## config.mk

```make
export PLATFORM = sky130hd
export DESIGN_NAME = gpio_bank
export DESIGN_NICKNAME = d
export VERILOG_FILES = /design/src/rtl/gpb_pkg.sv /design/src/rtl/gpb_pair.sv /design/src/rtl/gpb_sync.sv /design/src/rtl/gpb_regs.sv /design/src/rtl/gpb_irq.sv /design/src/rtl/gpio_bank.sv
export SDC_FILE = /design/constraint.sdc
export NUM_CORES = 1
export LEC_CHECK = 0
export ABC_AREA = 1
export BUFFER_PORTS_ARGS = -buffer_cell sky130_fd_sc_hd__buf_4
export CAP_MARGIN = 40
export CORE_ASPECT_RATIO = 0.9
export CORE_MARGIN = 4
export CORE_UTILIZATION = 40
export CTS_CLUSTER_SIZE = 24
export DETAILED_ROUTE_END_ITERATION = 8
export GPL_TIMING_DRIVEN = 0
export PLACE_DENSITY = 0.57
export SETUP_SLACK_MARGIN = 0.15
export SYNTH_ARGS = -nofsm -noshare
export SYNTH_HDL_FRONTEND = slang
export SYNTH_HIERARCHICAL = 1
export SYNTH_SLANG_ARGS = --single-unit
export TNS_END_PERCENT = 1
```

## constraint.sdc

```tcl
create_clock -name pclk -period 3.4 [get_ports pclk]
set_input_delay 0.34 -clock pclk [delete_from_list [all_inputs] [get_ports pclk]]
set_output_delay 0.34 -clock pclk [all_outputs]
set_load 0.01 [all_outputs]
```

## src/rtl/gpb_pkg.sv

```systemverilog
package gpb_pkg;
  typedef logic [31:0] word_t;

  localparam int NUM_PAIRS = 6;

  localparam logic [3:0] IDX_STATE   = 4'd0;
  localparam logic [3:0] IDX_STATUS  = 4'd1;
  localparam logic [3:0] IDX_DIR_OUT = 4'd2;
  localparam logic [3:0] IDX_DIR_IN  = 4'd3;
  localparam logic [3:0] IDX_EN_S    = 4'd4;
  localparam logic [3:0] IDX_EN_C    = 4'd5;
  localparam logic [3:0] IDX_EDG_S   = 4'd6;
  localparam logic [3:0] IDX_EDG_C   = 4'd7;
  localparam logic [3:0] IDX_POL_S   = 4'd8;
  localparam logic [3:0] IDX_POL_C   = 4'd9;
  localparam logic [3:0] IDX_ANY_S   = 4'd10;
  localparam logic [3:0] IDX_ANY_C   = 4'd11;
  localparam logic [3:0] IDX_ICLR    = 4'd12;
  localparam logic [3:0] IDX_CTRL    = 4'd13;

  function automatic word_t f_pair_next(word_t cur, word_t setm, word_t clrm);
    return (cur | setm) & ~clrm;
  endfunction

  function automatic word_t f_trigger(word_t rise, word_t fall, word_t pol, word_t anyv);
    return (anyv & (rise | fall)) | (~anyv & ((pol & rise) | (~pol & fall)));
  endfunction

  function automatic word_t f_level(word_t lvl, word_t pol);
    return ~(lvl ^ pol);
  endfunction

  function automatic word_t f_latch_next(word_t cur, word_t hit, word_t clr);
    return (cur & ~clr) | hit;
  endfunction
endpackage

```

## src/rtl/gpb_pair.sv

```systemverilog
module gpb_pair
  import gpb_pkg::*;
(
  input  logic  clk,
  input  logic  rst_n,
  input  word_t set_m,
  input  word_t clr_m,
  output word_t q
);
  always_ff @(posedge clk or negedge rst_n) begin
    if (!rst_n) q <= '0;
    else        q <= f_pair_next(q, set_m, clr_m);
  end
endmodule

```

## src/rtl/gpb_sync.sv

```systemverilog
module gpb_sync
  import gpb_pkg::*;
(
  input  logic  clk,
  input  logic  rst_n,
  input  logic  loop_en,
  input  word_t pad_w,
  input  word_t dout,
  output word_t state
);
  word_t src, s1_q, s2_q;

  assign src = loop_en ? dout : pad_w;

  always_ff @(posedge clk or negedge rst_n) begin
    if (!rst_n) begin
      s1_q <= '0;
      s2_q <= '0;
    end else begin
      s1_q <= src;
      s2_q <= s1_q;
    end
  end

  assign state = s2_q;
endmodule

```

## src/rtl/gpb_regs.sv

```systemverilog
module gpb_regs
  import gpb_pkg::*;
#(
  parameter int NPINS = 32
) (
  input  logic       clk,
  input  logic       rst_n,
  input  logic       wr_en,
  input  logic [3:0] wr_idx,
  input  word_t      wdata,
  input  logic [3:0] rd_idx,
  input  word_t      state,
  input  word_t      status,
  output word_t      dout,
  output word_t      dir,
  output word_t      en,
  output word_t      edge_cfg,
  output word_t      pol,
  output word_t      anyv,
  output word_t      iclr,
  output logic       loop_en,
  output word_t      rdata
);
  localparam word_t PIN_MASK = word_t'((64'd1 << NPINS) - 64'd1);

  word_t wmask;
  word_t fld [NUM_PAIRS];
  logic  ctrl_q;

  assign wmask = wdata & PIN_MASK;

  for (genvar g = 0; g < NUM_PAIRS; g++) begin : g_pair
    word_t s_m, c_m;
    assign s_m = (wr_en && wr_idx == 4'(2 * g))     ? wmask : '0;
    assign c_m = (wr_en && wr_idx == 4'(2 * g + 1)) ? wmask : '0;
    gpb_pair u_pair (
      .clk   (clk),
      .rst_n (rst_n),
      .set_m (s_m),
      .clr_m (c_m),
      .q     (fld[g])
    );
  end

  assign dout     = fld[0];
  assign dir      = fld[1];
  assign en       = fld[2];
  assign edge_cfg = fld[3];
  assign pol      = fld[4];
  assign anyv     = fld[5];

  assign iclr = (wr_en && wr_idx == IDX_ICLR) ? wmask : '0;

  always_ff @(posedge clk or negedge rst_n) begin
    if (!rst_n)                         ctrl_q <= 1'b0;
    else if (wr_en && wr_idx == IDX_CTRL) ctrl_q <= wdata[0];
  end

  assign loop_en = ctrl_q;

  always_comb begin
    case (rd_idx)
      IDX_STATE:           rdata = state;
      IDX_STATUS:          rdata = status;
      IDX_EN_S, IDX_EN_C:   rdata = en;
      IDX_EDG_S, IDX_EDG_C: rdata = edge_cfg;
      IDX_POL_S, IDX_POL_C: rdata = pol;
      IDX_ANY_S, IDX_ANY_C: rdata = anyv;
      IDX_CTRL:            rdata = {31'b0, ctrl_q};
      default:             rdata = '0;
    endcase
  end
endmodule

```

## src/rtl/gpb_irq.sv

```systemverilog
module gpb_irq
  import gpb_pkg::*;
#(
  parameter int NPINS = 32
) (
  input  logic  clk,
  input  logic  rst_n,
  input  word_t state,
  input  word_t en,
  input  word_t edge_cfg,
  input  word_t pol,
  input  word_t anyv,
  input  word_t iclr,
  output word_t status,
  output word_t hit,
  output word_t latch,
  output logic  irq_q
);
  localparam word_t PIN_MASK = word_t'((64'd1 << NPINS) - 64'd1);

  word_t prev_q, latch_q, rise, fall, trig;

  assign rise = state & ~prev_q;
  assign fall = ~state & prev_q;
  assign trig = f_trigger(rise, fall, pol, anyv);
  assign hit  = trig & en & edge_cfg;

  always_ff @(posedge clk or negedge rst_n) begin
    if (!rst_n) begin
      prev_q  <= '0;
      latch_q <= '0;
      irq_q   <= 1'b0;
    end else begin
      prev_q  <= state;
      latch_q <= f_latch_next(latch_q, hit, iclr);
      irq_q   <= |(status & en);
    end
  end

  assign status = ((edge_cfg & latch_q) | (~edge_cfg & f_level(state, pol))) & PIN_MASK;
  assign latch  = latch_q;
endmodule

```

## src/rtl/gpio_bank.sv

```systemverilog
module gpio_bank
  import gpb_pkg::*;
#(
  parameter int NPINS = 32,
  parameter int AW    = 6
) (
  input  logic             pclk,
  input  logic             presetn,
  input  logic             psel,
  input  logic             penable,
  input  logic             pwrite,
  input  logic [AW-1:0]    paddr,
  input  logic [31:0]      pwdata,
  output logic [31:0]      prdata,
  input  logic [NPINS-1:0] pad_in,
  output logic [NPINS-1:0] pad_out,
  output logic [NPINS-1:0] pad_oe,
  output logic             irq_o
);
  localparam int IW = 4;

  logic          apb_wr;
  logic [IW-1:0] widx;
  logic          wr_dout;
  logic          wr_dir_set;
  logic          wr_iclr;
  word_t dout, dir, en, edge_cfg, pol, anyv, iclr, state, status, hit, latch, pad_w;
  logic  loop_en;

  assign apb_wr     = psel & penable & pwrite;
  assign widx       = paddr[AW-1:2];
  assign wr_dout    = apb_wr && (widx == IDX_STATE || widx == IDX_STATUS);
  assign wr_dir_set = apb_wr && (widx == IDX_DIR_OUT);
  assign wr_iclr    = apb_wr && (widx == IDX_ICLR);
  assign pad_w      = word_t'(pad_in);

  gpb_regs #(.NPINS(NPINS)) u_regs (
    .clk(pclk), .rst_n(presetn), .wr_en(apb_wr), .wr_idx(widx), .wdata(pwdata),
    .rd_idx(widx), .state(state), .status(status), .dout(dout), .dir(dir), .en(en),
    .edge_cfg(edge_cfg), .pol(pol), .anyv(anyv), .iclr(iclr), .loop_en(loop_en),
    .rdata(prdata)
  );

  gpb_sync u_sync (
    .clk(pclk), .rst_n(presetn), .loop_en(loop_en), .pad_w(pad_w), .dout(dout),
    .state(state)
  );

  gpb_irq #(.NPINS(NPINS)) u_irq (
    .clk(pclk), .rst_n(presetn), .state(state), .en(en), .edge_cfg(edge_cfg),
    .pol(pol), .anyv(anyv), .iclr(iclr), .status(status), .hit(hit),
    .latch(latch), .irq_q(irq_o)
  );

  assign pad_out = dout[NPINS-1:0];
  assign pad_oe  = loop_en ? '0 : dir[NPINS-1:0];
endmodule

```

==> results of run 1 <==
-- how the worst max path moves through the flow --
stage,from,to,slack [ns],depth (start not counted)
after global placement,presetn,u_regs/g_pair[0].u_pair/q[26],-1.23,1
after CTS,u_sync/state[16],prdata[16],0.85,9
after floorplan,paddr[3],prdata[10],1.86,7
after global routing,u_sync/state[16],prdata[16],0.65,9
final,u_sync/state[16],prdata[16],0.82,9
after detailed placement,paddr[3],prdata[12],0.94,9
-- per-layer routing --
layer  track usage, %  wire [µm]  share of wire [%]
met5                0          0                  0
met3             5.05       5180                8.6
met4             8.38       1840                3.0
met2             37.6      26200                 43
met1             35.6      27400                 45
-- cell type report --
type | instances | share of cell area, %
sequential | 322 | 37.5
multi-input combinational | 1825 | 37.2
timing repair buffer | 201 | 7.77
inverter | 299 | 5.26
clock buffer | 47 | 5.01
tap | 592 | 3.45
buffer | 117 | 2.67
clock inverter | 22 | 1.20
-- state kept, by name, indices dropped and copies added (netlist names) --
| signal | cells |
|---|---|
| u_regs/loop_en | 1 |
| u_irq/latch | 32 |
| u_regs/g_pair.u_pair/q | 192 |
| u_sync/s1_q | 32 |
| u_irq/prev_q | 32 |
| u_irq/irq_q | 1 |
| u_sync/state | 32 |
-- worst reg2reg max path, stage by stage, from the launching register on --
cell and delay, ns:
dfrtp_1 0.82, buf_6 0.29, clkbuf_8 0.25, nand2_1 0.08, nand2_1 0.15
-- power by group through the flow --
stage	Sequential (mW)	Combinational (mW)	Clock [mW]
after floorplan	4.89	1.42	0
after global placement	5.03	2.21	0
after detailed placement	5.05	2.31	0
after CTS	4.98	2.35	4.48
after global routing	5.08	2.67	4.63
final	4.99	2.35	4.39
==> metrics, run 1 <==
status complete, no violations; delay-heaviest family, CP simple AND/OR/NAND/NOR gates; most used cell, CP nand2_1; YS warnings 6; Syn Std Cell Area 0.0177 mm²; P per Cell Area 546 mW/mm²; Clock transition at path regs 0.06 ns; R2R Setup Slk 1.73 ns; max incr delay on CP 0.42 ns; Seq pwr share 42.5%; drt drc 0; worst hold path type primary input to register; setup TNS 0 ns; Worst Skew 0.0201 ns; post-CTS sizing 0; maxcap violations 0; register area 0.00806 mm²; internal power 7.95 mW; CP required 3.06 ns; worst hold stages 3; post-layout util 49.5%; crit share post-route 75.8%; Overall Global Routing Usage 24.8%; Setup CP Type register to output pin; area grow syn2layout 21.1%; IO Count 172; Max Freq 388 MHz; final setup fails 0; CTS tree done; Wirelength per Cell 17.7 µm; layout cell share with drive strength beyond 1 10.7%; Root Driver clkbuf_16; NetSw 3.78 mW; antenna cells 0; Vias per Instance 4.94; Final min period 2.58 ns; area of the core 0.0434 mm²; commonest non-fill, non-tap cell in the layout nor2_1; Initial Util 40.9%; crit-path cells inv_1 -> nand2_1 -> nand2_1 -> a21boi_0 -> nand3_1 -> nand2_1 -> nor2_1 -> nand2_1 -> buf_4; final hold violations 0; clk_lat worst skew 0.56 ns; Syn Area/Cell 6.93 µm²; antenna violations before repair 1; fin area 0.0215 mm²; die height 208 µm; number of DRC violations after detailed-routing iteration 0 1,734; most frequent cells in the layout nor2_1 (977), nand2_1 (468), dfrtp_1 (322), inv_1 (296), buf_4 (168); dpl hpwl 41.5 mm; Final nets 2,943; Switching Share 32.2%; hold wc startpoint pad_in[27]; via count 16,932; pre-CTS WS 0.942 ns; global-route wire length before repair 92.2 mm; Crit-path slowest cell dfrtp_1; Routed Antenna Nets 0; Die ar. 0.0478 mm²; total power 11.7 mW; clock buffer depth 3; Leak 11.6 nW; post-CTS setup buffers 0; placer congestion estimate 0.931; CP Max Fanout 5; Tightest Pin Transition 0.970 ns; Arr. time, crit path 2.24 ns; post-placement cell count 3,330; VDD IR max 0.000289 V; Syn Inst Count 2,563; hold slack 0.0164 ns; worst r2r src u_regs/loop_en; Fillers 4,346; Worst Setup End Kind output pin; R2R depth 4; H-tree depth reported by CTS 2; # hold bufs at CTS 26; Placement Rows 72; GRT overflow 0; fin worst setup slack 0.821 ns; hold endpoint u_sync/s1_q[27]; Syn Nets 2,702; Area after DPL 0.0199 mm²; CTS Buf Count 38; part of the power in the clock network 37.4%; Post-Layout Cell Count 3,425; combinational share of power 20.0%; IO buf count 169; drt pass-1 iters 5; vias in the first global route 15,910; Routed WL 60.6 mm; RSZ-0062 raised after global routing no; max_slew headroom 35.3%; R2R Path End u_sync/s1_q[1]; startpoint types register; pin count of the biggest net entering global routing 79; WP buf/inv 2; Slew Viols, Final 0; Die Width 230 µm; Clock Sinks 322; area occupied by multi-input gates 0.00799 mm²
Power figures use the tool's default switching activity.
==> run 2: changes to the inputs <==
--- a/config.mk
+++ b/config.mk
@@ -14,7 +14,7 @@
 export CTS_CLUSTER_SIZE = 24
 export DETAILED_ROUTE_END_ITERATION = 8
 export GPL_TIMING_DRIVEN = 0
-export PLACE_DENSITY = 0.57
+export PLACE_DENSITY = 0.59
 export SETUP_SLACK_MARGIN = 0.15
 export SYNTH_ARGS = -nofsm -noshare
 export SYNTH_HDL_FRONTEND = slang
==> constraint.sdc (replaced) <==
create_clock -name pclk -period 2.2 [get_ports pclk]
set_input_delay 0.22 -clock pclk [delete_from_list [all_inputs] [get_ports pclk]]
set_output_delay 0.22 -clock pclk [all_outputs]
set_load 0.01 [all_outputs]
==> metrics, run 2 (same netlist as run 1, synthesis figures left out) <==
Fillers 4,287; Clock Sinks 322; final setup fails 0; commonest non-fill, non-tap cell in the layout nor2_1; fin area 0.0219 mm²; Tightest Pin Transition 0.957 ns; crit-path cells buf_4 -> buf_2 -> nor2_2 -> nand2_1 -> buf_2 -> nor2_1 -> nor2_1 -> nand2_2 -> buf_4; Wirelength per Cell 17.5 µm; vias in the first global route 16,383; IO Count 172; P per Cell Area 812 mW/mm²; pre-CTS WS -0.0579 ns; CP required 1.98 ns; area occupied by multi-input gates 0.00805 mm²; Final nets 2,999; max incr delay on CP 0.33 ns; VDD IR max 0.000466 V; Worst Setup End Kind output pin; placer congestion estimate 0.868; Placement Rows 72; status complete, no violations; drt pass-1 iters 8; RSZ-0062 raised after global routing yes; Routed Antenna Nets 0; pin count of the biggest net entering global routing 110; CP Max Fanout 10; antenna violations before repair 3; CTS tree done; GRT overflow 0; Max Freq 469 MHz; area of the core 0.0434 mm²; post-layout util 50.5%; fin worst setup slack 0.0696 ns; Arr. time, crit path 1.91 ns; dpl hpwl 41.0 mm; antenna cells 0; Root Driver clkbuf_16; startpoint types primary input; H-tree depth reported by CTS 2; layout cell share with drive strength beyond 1 12.0%; max_slew headroom 36.2%; Initial Util 40.9%; maxcap violations 0; Setup CP Type primary input to output pin; Worst Skew 0.0285 ns; clock buffer depth 3; die height 208 µm; Clock transition at path regs 0.05 ns; Die ar. 0.0478 mm²; register area 0.00807 mm²; Crit-path slowest cell nor2_2; global-route wire length before repair 93.7 mm; Vias per Instance 4.96; final hold violations 0; Leak 11.8 nW; via count 17,257; number of DRC violations after detailed-routing iteration 0 1,630; Slew Viols, Final 0; drt drc 0; CTS Buf Count 39; Area after DPL 0.0198 mm²; crit share post-route 96.8%; Routed WL 61.0 mm; worst hold path type primary input to register; Largest Register u_regs/g_pair.u_pair/q; Die Width 230 µm; Largest register FFs 192; area grow syn2layout 23.6%; IO buf count 169; clk_lat worst skew 0.57 ns; Overall Global Routing Usage 25.0%; Final min period 2.13 ns; most frequent cells in the layout nor2_1 (974), nand2_1 (461), dfrtp_1 (310), inv_1 (290), buf_4 (186)
-- run 2: cell count changes in the layout (fill, tap and decap cells not counted), sizes merged --
cell,previous run,this run
clkinv,11,8
dlygate4sd3,26,64
buf,218,235
clkinvlp,4,0
clkbuf,121,130
bufinv,5,2
-- run 2: area by class of cell --
cell class,instances,area share [%]
well taps,592,3.38
multi-input cells,1825,36.7
clock inverters,12,0.588
repair buffers,256,9.78
plain buffers,117,2.64
clock buffers,56,4.97
inverters,299,5.15
flip-flops and latches,322,36.8
-- run 2: critical path, delay by kind of cell --
family	cells	cell delay (ns)
buffers and inverters	4	0.79
AND/OR/NAND/NOR	5	0.89
-- run 2: per-stage QoR --
step           cells  TNS (ns)  hold slack (ns)  power (mW)
6_report        3479         0           0.0651        17.8
2_1_floorplan   2563         0          -0.0756        9.76
3_5_place_dp    3328    -0.106            0.335        11.3
4_1_cts         3469         0           0.0400        17.8
3_3_place_gp    3324   -727.77            0.332        11.2
5_1_grt         3479         0           0.0824        18.9
-- run 2: layer usage --
layer | routed length [µm] | part of all wire, % | up-vias | track usage [%]
met1 | 26000 | 43 | 8071 | 34.5
met3 | 5710 | 9.4 | 128 | 5.47
li1 | - | - | 8367 | -
met5 | 0 | 0 | - | 0
met4 | 1970 | 3.2 | 0 | 8.18
met2 | 27300 | 45 | 691 | 39.5
-- run 2: repair_timing --
| action | CTS | global route |
|---|---|---|
| endpoints found under the setup margin | 61 | 140 |
| setup buffers | 9 | 10 |
| pin swaps | 5 | 6 |
| hold buffers | 64 | 0 |
| gates resized for setup | 23 | 31 |
| endpoints found under the hold margin | 172 | 0 |
-- run 2: path summary, 6_finish.rpt --
path                                  start                             to  slack, ns  depth (start not counted)
hold / removal                   pwdata[31]  u_regs/g_pair[0].u_pair/q[31]       0.07                          4
setup / recovery                   paddr[4]                     prdata[12]       0.07                          9
hold reg to reg             u_sync/s1_q[18]               u_sync/state[18]       0.34                          0
max in group asynchronous           presetn               u_sync/state[22]       0.46                          4
min in group asynchronous           presetn   u_regs/g_pair[0].u_pair/q[2]       0.23                          2
setup reg to reg           u_sync/state[15]                    u_irq/irq_q       0.63                         10
-- run 2: power by group --
group	internal, mW	switching, mW
clock network	3.69	2.59
registers	6.86	0.855
logic	1.48	2.34
==> run 3: changes to the inputs <==
--- a/config.mk
+++ b/config.mk
@@ -5,7 +5,7 @@
 export SDC_FILE = /design/constraint.sdc
 export NUM_CORES = 1
 export LEC_CHECK = 0
-export ABC_AREA = 1
+export ABC_AREA = 0
 export BUFFER_PORTS_ARGS = -buffer_cell sky130_fd_sc_hd__buf_4
 export CAP_MARGIN = 40
 export CORE_ASPECT_RATIO = 0.9
==> metrics, run 3 <==
area occupied by multi-input gates 0.00963 mm²; Syn Inst Count 1,720; delay-heaviest family, CP simple AND/OR/NAND/NOR gates; register area 0.00811 mm²; final setup fails 2; startpoint types register; Commonest cells post-synth and2_1 (416), dfrtp_1 (322), o21ba_1 (192); placer congestion estimate 0.878; Post-synth EDFFs 0; Root Driver clkbuf_16; area of the core 0.0455 mm²; synth top area cells dfrtp_1 (44%), and2_1 (14%), o21ba_1 (10%); Clock transition at path regs 0.06 ns; Setup CP Type register to output pin; combinational share of power 19.3%; Syn Std Cell Area 0.0184 mm²; clock buffer depth 3; Tightest Pin Transition 0.899 ns; pre-CTS WS -0.502 ns; sequential cell area fraction in the yosys report 43.8%; Clock Sinks 322; Syn Nets 1,859; Wirelength per Cell 21.5 µm; maxcap violations 0; antenna violations before repair 0; clk_lat worst skew 0.55 ns; most common cell in the synthesized netlist and2_1; biggest area consumer among synthesized cells dfrtp_1; most frequent cells in the layout and2_1 (416), dfrtp_1 (284), o21ba_1 (192), buf_4 (174), inv_1 (98); Final min period 2.26 ns; Worst Skew 0.0118 ns; number of DRC violations after detailed-routing iteration 0 1,063; GRT overflow 0; register bit count reported by yosys 322; setup TNS -0.0709 ns; YS warnings 6; Top FF cell, synth dfrtp_1; post-layout util 49.7%; die height 211 µm; Routed WL 56.4 mm; dpl hpwl 38.5 mm; Crit-path slowest cell dfrtp_2; Switching Share 29.5%; Arr. time, crit path 2.04 ns; CP Max Fanout 4; CTS Buf Count 38; Vias per Instance 5.29; final hold violations 0; Fillers 4,089; Seq pwr share 44.6%; status finished, violations left; P per Cell Area 767 mW/mm²; Leak 11.3 nW; IO buf count 169; Placement Rows 74; CTS tree done; Overall Global Routing Usage 22.6%; layout cell share with drive strength beyond 1 21.4%; area grow syn2layout 22.9%; Syn Area/Cell 10.7 µm²; part of the power in the clock network 36.0%; Die ar. 0.0495 mm²; Largest Register u_regs/g_pair.u_pair/q; Post-Layout Cell Count 2,620; RSZ-0062 raised after global routing yes; post-placement cell count 2,500; failing checks negative setup slack; max_slew headroom 39.5%; Routed Antenna Nets 0; Synth cell types 55; asr flop ratio synth 100%; drt pass-1 iters 8; Initial Util 40.5%; Worst Setup End Kind output pin; hold slack 0.0264 ns; commonest non-fill, non-tap cell in the layout and2_1; Die Width 234 µm; max incr delay on CP 0.44 ns; Max Freq 443 MHz; NetSw 5.11 mW; VDD IR max 0.000447 V; CP required 1.98 ns; Slew Viols, Final 0; crit-path cells xor2_2 -> o21ai_1 -> mux2i_1 -> nor4_1 -> or3_4 -> buf_6; global-route wire length before repair 84.8 mm; WP buf/inv 1; Yosys top cell area share 43.8%; vias in the first global route 13,923; IO Count 172; crit share post-route 103%; H-tree depth reported by CTS 2; Largest register FFs 192; drt drc 0; pin count of the biggest net entering global routing 98; Final nets 2,122; via count 13,855; worst hold path type primary input to register; fin worst setup slack -0.0555 ns; internal power 12.2 mW
-- run 3: power groups by stage --
stage	Sequential, mW	Clock, mW	Combinational [mW]
finish	7.73	6.25	3.35
global route	7.86	6.68	3.66
CTS	7.70	6.44	3.34
detailed placement	7.77	0	3.14
global placement	7.73	0	3.05
floorplan	7.53	0	1.89
-- run 3: path summary, 6_finish.rpt --
kind / startpoint / to / slack, ns / cells after the start
max reg2reg: u_regs/g_pair[4].u_pair/q[0] / u_irq/irq_q / -0.02 / 10
max: u_regs/g_pair[4].u_pair/q[0] / prdata[0] / -0.06 / 6
min in group asynchronous: presetn / u_sync/s1_q[3] / 0.17 / 2
min: pwdata[4] / u_regs/g_pair[0].u_pair/q[4] / 0.03 / 3
max in group asynchronous: presetn / u_sync/state[13] / 0.67 / 4
min reg2reg: u_sync/s1_q[15] / u_sync/state[15] / 0.34 / 0
-- run 3: area by class of cell --
class	instances	area share, %
multi-input cells	1194	42.6
flip-flops and latches	322	35.9
repair buffers	223	8.49
clock buffers	56	5.00
well taps	608	3.37
plain buffers	102	2.52
inverters	102	1.69
clock inverters	12	0.415
diodes	1	0.0111
-- run 3: cells by family after synthesis --
| kind of cell | share of synthesized area (%) |
|---|---|
| compound gates | 19.4 |
| simple gates | 19.9 |
| fa+ha+maj | 4.35 |
| buf+inv | 4.94 |
| mux | 6.00 |
| xor+xnor | 1.52 |
| flops | 43.8 |
-- run 3: timing repair --
action	4_1_cts	5_1_grt
gates cloned	0	0
hold buffers	45	0
endpoints found under the hold margin	98	0
buffers inserted	6	0
resized for setup	75	43
endpoints found under the setup margin	63	43
pin swaps	59	35
-- run 3: through the flow --
| stage | total power, mW | cell area, µm² |
|---|---|---|
| 2_1_floorplan | 9.41 | 18400 |
| 3_3_place_gp | 10.8 | 20400 |
| 3_5_place_dp | 10.9 | 20500 |
| 4_1_cts | 17.5 | 22500 |
| 5_1_grt | 18.2 | 22600 |
| 6_report | 17.3 | 22600 |
-- run 3: layer usage --
layer	wire [µm]	share of wire (%)	GRT usage, %
met1	25500	45	31.6
met2	25800	46	35.7
met5	0	0	0
met4	1960	3.5	8.54
met3	3200	5.7	3.38
-- run 3: worst reg2reg max path, stage by stage (launching register included) --
cell	delay (ns)
dfrtp_2	0.44
xor2_2	0.18
buf_4	0.12
buf_4	0.09
buf_4	0.09
buf_4	0.09
buf_4	0.09
nor3b_1	0.05
a2111oi_1	0.35
nand4_1	0.19
a2111o_1	0.38
